`src/rtl/mode_timer_pkg.sv`:
```
package mode_timer_pkg;
  typedef enum logic [1:0] {
    MODE_STOP = 2'b00,
    MODE_UP   = 2'b01,
    MODE_CONT = 2'b10,
    MODE_UPDN = 2'b11
  } mode_e;

  localparam logic [1:0] ADDR_CTRL   = 2'd0;
  localparam logic [1:0] ADDR_COUNT  = 2'd1;
  localparam logic [1:0] ADDR_PERIOD = 2'd2;
endpackage

```
`src/rtl/mt_prescaler.sv`:
```
module mt_prescaler #(
  parameter int N_SRC = 4,
  parameter int DIV_W = 2,
  localparam int SEL_W = $clog2(N_SRC),
  localparam int PRE_W = (1 << DIV_W) - 1
) (
  input  logic             clk_i,
  input  logic             rst_ni,
  input  logic [N_SRC-1:0] src_i,
  input  logic [SEL_W-1:0] sel_i,
  input  logic [DIV_W-1:0] div_i,
  input  logic             clr_i,
  output logic             tick_o
);
  logic [PRE_W-1:0] pre_q;
  logic [PRE_W-1:0] mask;
  logic             sel_en;

  assign sel_en = src_i[sel_i];
  assign mask   = ~({PRE_W{1'b1}} << div_i);
  assign tick_o = sel_en && ((pre_q & mask) == mask);

  always_ff @(posedge clk_i or negedge rst_ni) begin
    if (!rst_ni)     pre_q <= '0;
    else if (clr_i)  pre_q <= '0;
    else if (sel_en) pre_q <= pre_q + 1'b1;
  end
endmodule

```
`src/rtl/mt_counter.sv`:
```
module mt_counter
  import mode_timer_pkg::*;
#(
  parameter int W = 16
) (
  input  logic         clk_i,
  input  logic         rst_ni,
  input  mode_e        mode_i,
  input  logic         tick_i,
  input  logic         clr_i,
  input  logic         ld_i,
  input  logic [W-1:0] ld_val_i,
  input  logic [W-1:0] period_i,
  output logic [W-1:0] cnt_o,
  output logic         wrap_o,
  output logic         match_o
);
  logic [W-1:0] cnt_q, cnt_nxt;
  logic         dn_q, dn_nxt;
  logic         match_q;
  logic         adv;

  assign adv = tick_i && (mode_i != MODE_STOP) && !clr_i && !ld_i;

  always_comb begin
    cnt_nxt = cnt_q;
    dn_nxt  = dn_q;
    wrap_o  = 1'b0;
    if (clr_i) begin
      cnt_nxt = '0;
      dn_nxt  = 1'b0;
    end else if (ld_i) begin
      cnt_nxt = ld_val_i;
    end else if (adv) begin
      unique case (mode_i)
        MODE_UP: begin
          dn_nxt = 1'b0;
          if (cnt_q >= period_i) begin
            cnt_nxt = '0;
            wrap_o  = 1'b1;
          end else begin
            cnt_nxt = cnt_q + 1'b1;
          end
        end
        MODE_CONT: begin
          dn_nxt  = 1'b0;
          cnt_nxt = cnt_q + 1'b1;
          wrap_o  = &cnt_q;
        end
        MODE_UPDN: begin
          if (!dn_q) begin
            if (cnt_q >= period_i) begin
              if (cnt_q != '0) begin
                cnt_nxt = cnt_q - 1'b1;
                dn_nxt  = 1'b1;
              end
            end else begin
              cnt_nxt = cnt_q + 1'b1;
            end
          end else if (cnt_q <= W'(1)) begin
            cnt_nxt = '0;
            dn_nxt  = 1'b0;
            wrap_o  = (cnt_q == W'(1));
          end else begin
            cnt_nxt = cnt_q - 1'b1;
          end
        end
        default: ;
      endcase
    end
  end

  always_ff @(posedge clk_i or negedge rst_ni) begin
    if (!rst_ni) begin
      cnt_q   <= '0;
      dn_q    <= 1'b0;
      match_q <= 1'b0;
    end else begin
      cnt_q   <= cnt_nxt;
      dn_q    <= dn_nxt;
      match_q <= adv && (cnt_nxt == period_i);
    end
  end

  assign cnt_o   = cnt_q;
  assign match_o = match_q;

  assert_stop_holds_R2: assert property (@(posedge clk_i) disable iff (!rst_ni)
    (mode_i == MODE_STOP && !clr_i && !ld_i) |=> $stable(cnt_q));
  assert_up_rollover_R3: assert property (@(posedge clk_i) disable iff (!rst_ni)
    (mode_i == MODE_UP && tick_i && !clr_i && !ld_i && cnt_q >= period_i) |=> (cnt_q == '0));
  assert_cont_wrap_R4: assert property (@(posedge clk_i) disable iff (!rst_ni)
    (mode_i == MODE_CONT && tick_i && !clr_i && !ld_i && (&cnt_q)) |=> (cnt_q == '0));
  assert_clear_state_R8: assert property (@(posedge clk_i) disable iff (!rst_ni)
    clr_i |=> (cnt_q == '0 && !dn_q));
  assert_match_value_R10: assert property (@(posedge clk_i) disable iff (!rst_ni)
    match_q |-> (cnt_q == $past(period_i)));
endmodule

```
`src/rtl/mt_regs.sv`:
```
module mt_regs
  import mode_timer_pkg::*;
#(
  parameter int W     = 16,
  parameter int DIV_W = 2,
  parameter int SEL_W = 2,
  localparam int DIV_LO = 2,
  localparam int SEL_LO = DIV_LO + DIV_W,
  localparam int CLR_B  = SEL_LO + SEL_W,
  localparam int IEN_B  = CLR_B + 1,
  localparam int FLG_B  = CLR_B + 2,
  localparam int PAD_W  = W - FLG_B - 1
) (
  input  logic             clk_i,
  input  logic             rst_ni,
  input  logic             wr_en_i,
  input  logic [1:0]       wr_addr_i,
  input  logic [W-1:0]     wr_data_i,
  input  logic [1:0]       rd_addr_i,
  output logic [W-1:0]     rd_data_o,
  input  logic [W-1:0]     cnt_i,
  input  logic             wrap_i,
  output mode_e            mode_o,
  output logic [DIV_W-1:0] div_o,
  output logic [SEL_W-1:0] sel_o,
  output logic             clr_o,
  output logic             ld_o,
  output logic [W-1:0]     period_o,
  output logic             flag_o,
  output logic             irq_o
);
  logic ctrl_wr;
  logic ien_q;

  assign ctrl_wr = wr_en_i && (wr_addr_i == ADDR_CTRL);
  assign clr_o   = ctrl_wr && wr_data_i[CLR_B];
  assign ld_o    = wr_en_i && (wr_addr_i == ADDR_COUNT);
  assign irq_o   = flag_o && ien_q;

  always_ff @(posedge clk_i or negedge rst_ni) begin
    if (!rst_ni) begin
      mode_o   <= MODE_STOP;
      div_o    <= '0;
      sel_o    <= '0;
      ien_q    <= 1'b0;
      flag_o   <= 1'b0;
      period_o <= '0;
    end else begin
      if (ctrl_wr) begin
        mode_o <= mode_e'(wr_data_i[1:0]);
        div_o  <= wr_data_i[DIV_LO +: DIV_W];
        sel_o  <= wr_data_i[SEL_LO +: SEL_W];
        ien_q  <= wr_data_i[IEN_B];
      end
      if (wrap_i)       flag_o <= 1'b1;
      else if (ctrl_wr) flag_o <= flag_o & wr_data_i[FLG_B];
      if (wr_en_i && wr_addr_i == ADDR_PERIOD) period_o <= wr_data_i;
    end
  end

  always_comb begin
    unique case (rd_addr_i)
      ADDR_CTRL:   rd_data_o = {{PAD_W{1'b0}}, flag_o, ien_q, 1'b0, sel_o, div_o, mode_o};
      ADDR_COUNT:  rd_data_o = cnt_i;
      ADDR_PERIOD: rd_data_o = period_o;
      default:     rd_data_o = '0;
    endcase
  end

  assert_flag_sticky_R9: assert property (@(posedge clk_i) disable iff (!rst_ni)
    (flag_o && !(ctrl_wr && !wr_data_i[FLG_B])) |=> flag_o);
endmodule

```
`src/rtl/mode_timer.sv`:
```
module mode_timer
  import mode_timer_pkg::*;
#(
  parameter int CNT_W = 16,
  parameter int N_SRC = 4,
  parameter int DIV_W = 2,
  localparam int SEL_W = $clog2(N_SRC)
) (
  input  logic             clk_i,
  input  logic             rst_ni,
  input  logic [N_SRC-1:0] clk_src_i,
  input  logic             wr_en_i,
  input  logic [1:0]       wr_addr_i,
  input  logic [CNT_W-1:0] wr_data_i,
  input  logic [1:0]       rd_addr_i,
  output logic [CNT_W-1:0] rd_data_o,
  output logic [CNT_W-1:0] count_o,
  output logic             ovf_flag_o,
  output logic             irq_o,
  output logic             period_match_o
);
  mode_e            mode;
  logic [DIV_W-1:0] div;
  logic [SEL_W-1:0] sel;
  logic             clr, ld, tick, wrap;
  logic [CNT_W-1:0] period;

  mt_regs #(.W(CNT_W), .DIV_W(DIV_W), .SEL_W(SEL_W)) u_regs (
    .clk_i(clk_i), .rst_ni(rst_ni),
    .wr_en_i(wr_en_i), .wr_addr_i(wr_addr_i), .wr_data_i(wr_data_i),
    .rd_addr_i(rd_addr_i), .rd_data_o(rd_data_o),
    .cnt_i(count_o), .wrap_i(wrap),
    .mode_o(mode), .div_o(div), .sel_o(sel), .clr_o(clr), .ld_o(ld),
    .period_o(period), .flag_o(ovf_flag_o), .irq_o(irq_o)
  );

  mt_prescaler #(.N_SRC(N_SRC), .DIV_W(DIV_W)) u_pre (
    .clk_i(clk_i), .rst_ni(rst_ni), .src_i(clk_src_i), .sel_i(sel),
    .div_i(div), .clr_i(clr), .tick_o(tick)
  );

  mt_counter #(.W(CNT_W)) u_cnt (
    .clk_i(clk_i), .rst_ni(rst_ni), .mode_i(mode), .tick_i(tick),
    .clr_i(clr), .ld_i(ld), .ld_val_i(wr_data_i), .period_i(period),
    .cnt_o(count_o), .wrap_o(wrap), .match_o(period_match_o)
  );
endmodule

```
`config.mk`:
```
export PLATFORM = sky130hd
export DESIGN_NAME = mode_timer
export DESIGN_NICKNAME = d
export VERILOG_FILES = /design/src/rtl/mode_timer_pkg.sv /design/src/rtl/mt_prescaler.sv /design/src/rtl/mt_counter.sv /design/src/rtl/mt_regs.sv /design/src/rtl/mode_timer.sv
export SDC_FILE = /design/constraint.sdc
export NUM_CORES = 1
export LEC_CHECK = 0
export ABC_AREA = 1
export BUFFER_PORTS_ARGS = -buffer_cell sky130_fd_sc_hd__buf_2
export CELL_PAD_IN_SITES_DETAIL_PLACEMENT = 1
export CELL_PAD_IN_SITES_GLOBAL_PLACEMENT = 1
export CORE_MARGIN = 8
export CORE_UTILIZATION = 44
export DETAILED_ROUTE_END_ITERATION = 8
export GPL_TIMING_DRIVEN = 0
export PLACE_DENSITY = 0.85
export SYNTH_ARGS = -nofsm -noshare
export SYNTH_HDL_FRONTEND = slang
export SYNTH_SLANG_ARGS = --single-unit
```
`constraint.sdc`:
```
create_clock -name clk_i -period 4.25 [get_ports clk_i]
set_input_delay 0.2125 -clock clk_i [delete_from_list [all_inputs] [get_ports clk_i]]
set_output_delay 0.2125 -clock clk_i [all_outputs]
set_load 0.02 [all_outputs]
```
---- Word-level counts from Yosys, hierarchy flattened ----
Cells that the tools add are included.
operators by class
  add/subtract/negate cells ............... 3
  multipliers ............................. 0
  div/mod/pow operators ................... 0
  $lt $le $gt $ge ......................... 3
  eq/ne operators ......................... 11
  shift-type cells ........................ 1
  muxes and demuxes ....................... 31
  bitwise gates (word level) .............. 3
  reduce and logical (&&, ||, !) cells .... 23
operator list
  cell                     number
  $mux W16                 8
  $pmux W16 S3             2
  $add A16 B1 Y16 const B  1
  $eq A16 B1 Y1 const B    1
  $eq A16 B16 Y1           1
  $ge A16 B16 Y1           1
  $le A16 B1 Y1 const B    1
  $mux W1                  16
  $reduce_and A16 Y1       1
  $reduce_bool A16 Y1      1
  $sub A16 B1 Y16 const B  1
  $logic_and A1 B1 Y1      10
  $eq A2 B2 Y1 const B     4
  $reduce_bool A2 Y1       4
  $eq A2 B1 Y1 const B     3
  $mux W3                  2
  $logic_not A2 Y1         2
  $add A3 B1 Y3 const B    1
  $and A3 B3 Y3            1
  $eq A3 B3 Y1             1
  $lt A2 B3 Y1 const B     1
  $not A3 Y3               1
  $pmux W1 S3              1
  $reduce_and A3 Y1        1
  8 further kinds          9
word-level totals
  flip-flop bits (word level) ............. 45
  bits in latches ......................... 0
  RAM bits ................................ 0
  memory bits (read-only) ................. 0
  bits of input ports ..................... 27
  output and inout port bits .............. 35
  word-level logic and storage cells ...... 85
  memories ................................ 0

---- Longest topological paths before layout ----
  depth in word-level cells ............... 13
  depth in mapped cells ................... 26
  mapped depth without buffers ............ 26

---- Hierarchy ----
A second synthesis with hierarchy kept.
second synthesis, totals
  cell total of the unflattened synthesis .. 777
  area total of the unflattened synthesis .. 4,714.5 µm²
by module, submodules not included
  module        times used  cells an instance  area each (µm²)  seq. area each (µm²)
  mt_counter    1           578                3,188.1          450.4
  mt_regs       1           166                1,265.0          600.6
  mt_prescaler  1           33                 261.5            75.1

---- Worst setup path after synthesis ----
Ideal clock, no wire load.
  path kind ............................... register -> register
  start point ............................. register u_cnt.cnt_q[0] (netlist: u_cnt.cnt_o[0])
  end point ............................... register u_cnt.match_q (netlist: u_cnt.match_o)
  library setup time ...................... 0.069 ns
  arrival time ............................ 2.390 ns
  data required time ...................... 4.181 ns
  path slack .............................. 1.791 ns
  stages on the path, launching flop included .. 24
  path buffers ............................ 1
  period minus slack after synthesis ...... 2.459 ns
  path through ............................ dfrtp_1 > inv_2 > ha_1 > nand4_1 > nor2_1 > nor2_1 > nand2_1 > nand2_2 > nand2_2 > buf_2 > nand2_1 > nand3_1 > nand2_1 > nand2_1 > nand2_1 > nand2_1 > nand2_1 > nand2_1 > nand2_1 > nor2_1 > nand2_1 > nor2_1 > nand2_1 > nor2_2
between the ends
  longest elaborated chain between the ends .. 10
  elaborated cells on any way between the ends .. 16
  those cells by class .................... add/sub (2); order compare (2); eq/ne (1); mux (9); reduce/logical (2)
ends and longest elaborated chain
  what                                                    line                                                  RTL
  start, declared                                         mt_counter.sv:18                                      logic [W-1:0] cnt_q, cnt_nxt;
  start signal, assigned                                  mt_counter.sv:79                                      cnt_q <= cnt_nxt;
  $sub A16 B1 Y16 or $reduce_bool A16 Y1 (tied branches)  mt_counter.sv:54, mt_counter.sv:65, mt_counter.sv:53
  $mux W16                                                mt_counter.sv:53                                      if (cnt_q != '0) begin
  $mux W16                                                mt_counter.sv:52                                      if (cnt_q >= period_i) begin
  $mux W16                                                mt_counter.sv:51                                      if (!dn_q) begin
  $pmux W16 S3                                            mt_counter.sv:35                                      unique case (mode_i)
  $mux W16 (*)                                            mt_counter.sv:34                                      end else if (adv) begin
  $mux W16 (*)                                            mt_counter.sv:32                                      end else if (ld_i) begin
  $mux W16 (*)                                            mt_counter.sv:29                                      if (clr_i) begin
  $eq A16 B16 Y1 (*)                                      mt_counter.sv:81                                      match_q <= adv && (cnt_nxt == period_i);
  $logic_and A1 B1 Y1 (*)                                 mt_counter.sv:81
  end signal, assigned                                    mt_counter.sv:81
  end, declared                                           mt_counter.sv:20                                      logic match_q;
Mark *: on every way between the ends. The rest lies on a longest branch, timed or not.
A chain may end at the register's enable or synchronous reset.

---- Worst setup path after layout ----
Ends and elaborated chain as after synthesis.

==> results.cfg <==
[timing]
min_period_over_period_pct = 81.1
tns_ps = 0
rsz0062_at_grt = no
layout_min_cycle_time_ps = 3450
skew_ps = 12.6
slew_violations = 0
fmax_mhz = 290
relSlewSlack_pct = 30.3
hold_violations = 0
setup_violations = 0
worst_pin_slew_ps = 1040

[synthesis]
netlist.area_leader.share_pct = 25.7
syn_nets = 771
synth-seq-cells = 45
synthDominantAreaCellType = dfrtp_1
avgSynthCellArea_um2 = 6.06
ys_types = 34
seq_area_frac_synth_pct = 25.7
netlist_area_um2 = 4380
syn_inst = 723
synthTopCellsByArea = dfrtp_1 (26%), nand2_1 (19%), inv_1 (8.1%), nand3_1 (6.7%), ha_1 (6.0%)
yosysWarnings = 0

[power_and_ir_drop]
power_density_nw_per_um2 = 618
p_total_w = 0.00305
irDropWorstVdd_mv = 0.264
p_leak_nw = 2.70

[worst_setup_path]
critPathSlowestCell = dfrtp_1
worst_setup_path_end_kind = flip-flop
reg2regPathDepth = 19
cp_max_fo = 9
rrSetupSlack_ps = 800
worstReg2RegEnd = u_cnt.match_o
critical_path_class = flip-flop to flip-flop
startpoint_type = flip-flop
worstPathArrival_ps = 3690
cp_data_required_time_ps = 4490
cpMostUsedCell = nand2_1
worstPathCellList = inv_2 -> ha_1 -> nand4_1 -> nor2_1 -> nor2_1 -> nand2_1 -> nand2_2 -> nand3_1 -> nand2_2 -> inv_2 -> o21ai_0 -> nand2_1 -> nand2_1 -> nand2_1 -> nand2_1 -> nand2_1 -> nor2_1 -> nand2_1 -> nor2_2
slowest_delay_ps = 600
timing.rr.start = u_cnt.cnt_o[0]

[clock_network]
cts_setup_buffers = 0
clockRootBuffer = clkbuf_8
postCtsHoldBufs = 0
htreeDepth = 2
cts_resized = 0
cts_sinks = 45
tritoncts = done
cts-buffers-inserted = 5
cts.clk_slew.worst_paths_ps = 90
cts_buffer_depth = 2
worstSkewPairLatency_ps = 300

[placement]
dp_hpwl_mm = 14.0
io_buffers = 61
gp_congestion = 0.940

[min_path]
hp-class = input pin to async pin

[floorplanning]
io_pins = 62
dieArea_um2 = 13400
start_util_pct = 45.0
core_area_um2 = 9730
die_w_um = 116
die_y_um = 116
rows = 36

[grt]
overflow = 0
grt_pass1_vias = 5555
grt_pass1_wl_mm = 28.3
grt_util_all_layers_pct = 27.0
grt_max_degree = 46
grt_antenna_before_repair = 0

[detailed_routing]
first_pass_iters = 5
drt-total-wl_mm = 17.5
drt_iter0_markers = 301
ant_nets = 0
drc = 0
via_per_inst = 5.57
num_vias = 5146
avgRoutedWirePerCell_um = 18.9

[layout]
final_util_pct = 50.7
fin_nets = 839
area_delta_synth_final_pct = 12.6
diodes = 0
layout-drive-gt1-share_pct = 14.2

[outcome]
status = completed

[run]
maxCapViolCount = 0
==> worst max-delay path by stage <==
stage                   startpoint             to  slack [ps]
global route        u_cnt.cnt_o[0]  u_cnt.match_o         590
CTS                 u_cnt.cnt_o[0]  u_cnt.match_o         930
finish              u_cnt.cnt_o[0]  u_cnt.match_o         800
global placement    u_cnt.cnt_o[0]  u_cnt.match_o        1080
detailed placement  u_cnt.cnt_o[0]  u_cnt.match_o         950
floorplan           u_cnt.cnt_o[0]  u_cnt.match_o        1790
==> sequential cells by signal, summed over array words and instances (netlist names) <==
signal / flops
u_regs.ien_q: 1
u_regs.period_o: 16
u_regs.mode_o: 2
u_regs.flag_o: 1
u_pre.pre_q: 3
u_regs.sel_o: 2
u_cnt.dn_q: 1
u_cnt.cnt_o: 16
u_cnt.match_o: 1
u_regs.div_o: 2
==> per-layer routing <==
layer,wire (um),vias up,track usage [%],share of wire (%)
li1,-,2440,-,-
met5,0,-,0,0
met3,804,48,2.81,4.6
met4,629,0,12.8,3.6
met1,7530,2495,33.0,43
met2,8520,163,46.7,49
==> report_power, final <==
part           internal (W)  switching, W
clock              0.000114      0.000150
combinational      0.000628       0.00138
sequential         0.000551      0.000220
==> cell type report <==
type / count / area, um^2
Clock buffer: 6 / 72.6
Inverter: 110 / 413
Multi-Input combinational cell: 545 / 2730
Fill cell: 1426 / 4800
Clock inverter: 1 / 8.76
Sequential cell: 45 / 1130
Tap cell: 133 / 166
Buffer: 23 / 111
Timing Repair Buffer: 61 / 305
==> stage by stage <==
step	instances	hold WS (ps)	cell area, um^2	setup WS [ps]
2_1_floorplan	723	-83.1	4380	1790
3_3_place_gp	917	448	4850	1080
3_5_place_dp	917	444	4850	953
4_1_cts	924	118	4930	927
5_1_grt	924	162	4930	585
6_report	924	71.2	4930	802
==> worst max-delay path: cells and delay by family, from the launching register on <==
family,cells,cell delay [ps]
AO/OA/AOI/OAI,1,360
adder cells (fa/ha/maj),1,340
buffers and inverters,2,280
flip-flops,1,600
AND/OR/NAND/NOR,15,1770
==> placed cells by master, fill, tap and decap left out, types with 2 or more instances in the layout <==
cell	netlist	layout
nor2_2	7	7
xor2_1	19	19
o21ai_1	6	6
nand4_1	9	9
clkbuf_1	11	12
clkbuf_8	0	5
o22ai_1	8	8
o211ai_1	2	2
a21oi_1	48	48
inv_2	11	11
clkinv_1	4	4
ha_1	21	21
nor3_1	5	5
inv_1	95	95
o21ai_0	37	37
dfrtp_1	45	45
nor2_1	67	67
buf_2	8	69
nand2_2	7	7
or2_1	2	2
nor2_4	5	5
o221ai_1	8	8
nand2_1	227	227
buf_4	2	2
nand3_1	59	59
==> synthesized netlist by cell type <==
library cell,number
nor3_2,1
clkinv_1,4
nand2_1,227
o22ai_1,8
inv_2,11
o21ai_0,37
buf_4,2
clkbuf_1,11
ha_1,21
xor2_1,19
or2_1,2
nand3_2,1
o211ai_1,2
buf_6,1
o31ai_1,1
nor3_1,5
nand3_1,59
o21ai_1,6
nor2_2,7
or2_0,1
buf_1,1
nor3_4,1
dfrtp_1,45
nor2_4,5
xnor2_1,1
nor2_1,67
nor4_1,1
o221ai_1,8
buf_2,8
nand4_1,9
inv_1,95
nand2_2,7
a21oi_1,48
or2_2,1
==> cell families after synthesis <==
logic type               count (synthesis)  synth area share [%]
AND/OR/NAND/NOR                        394                  38.6
buffers and inverters                  133                  12.0
AO/OA/AOI/OAI                          110                  13.7
flip-flops                              45                  25.7
adder cells (fa/ha/maj)                 21                  6.00
XOR/XNOR                                20                  4.00
No activity file was read; power rests on OpenSTA's default activity.
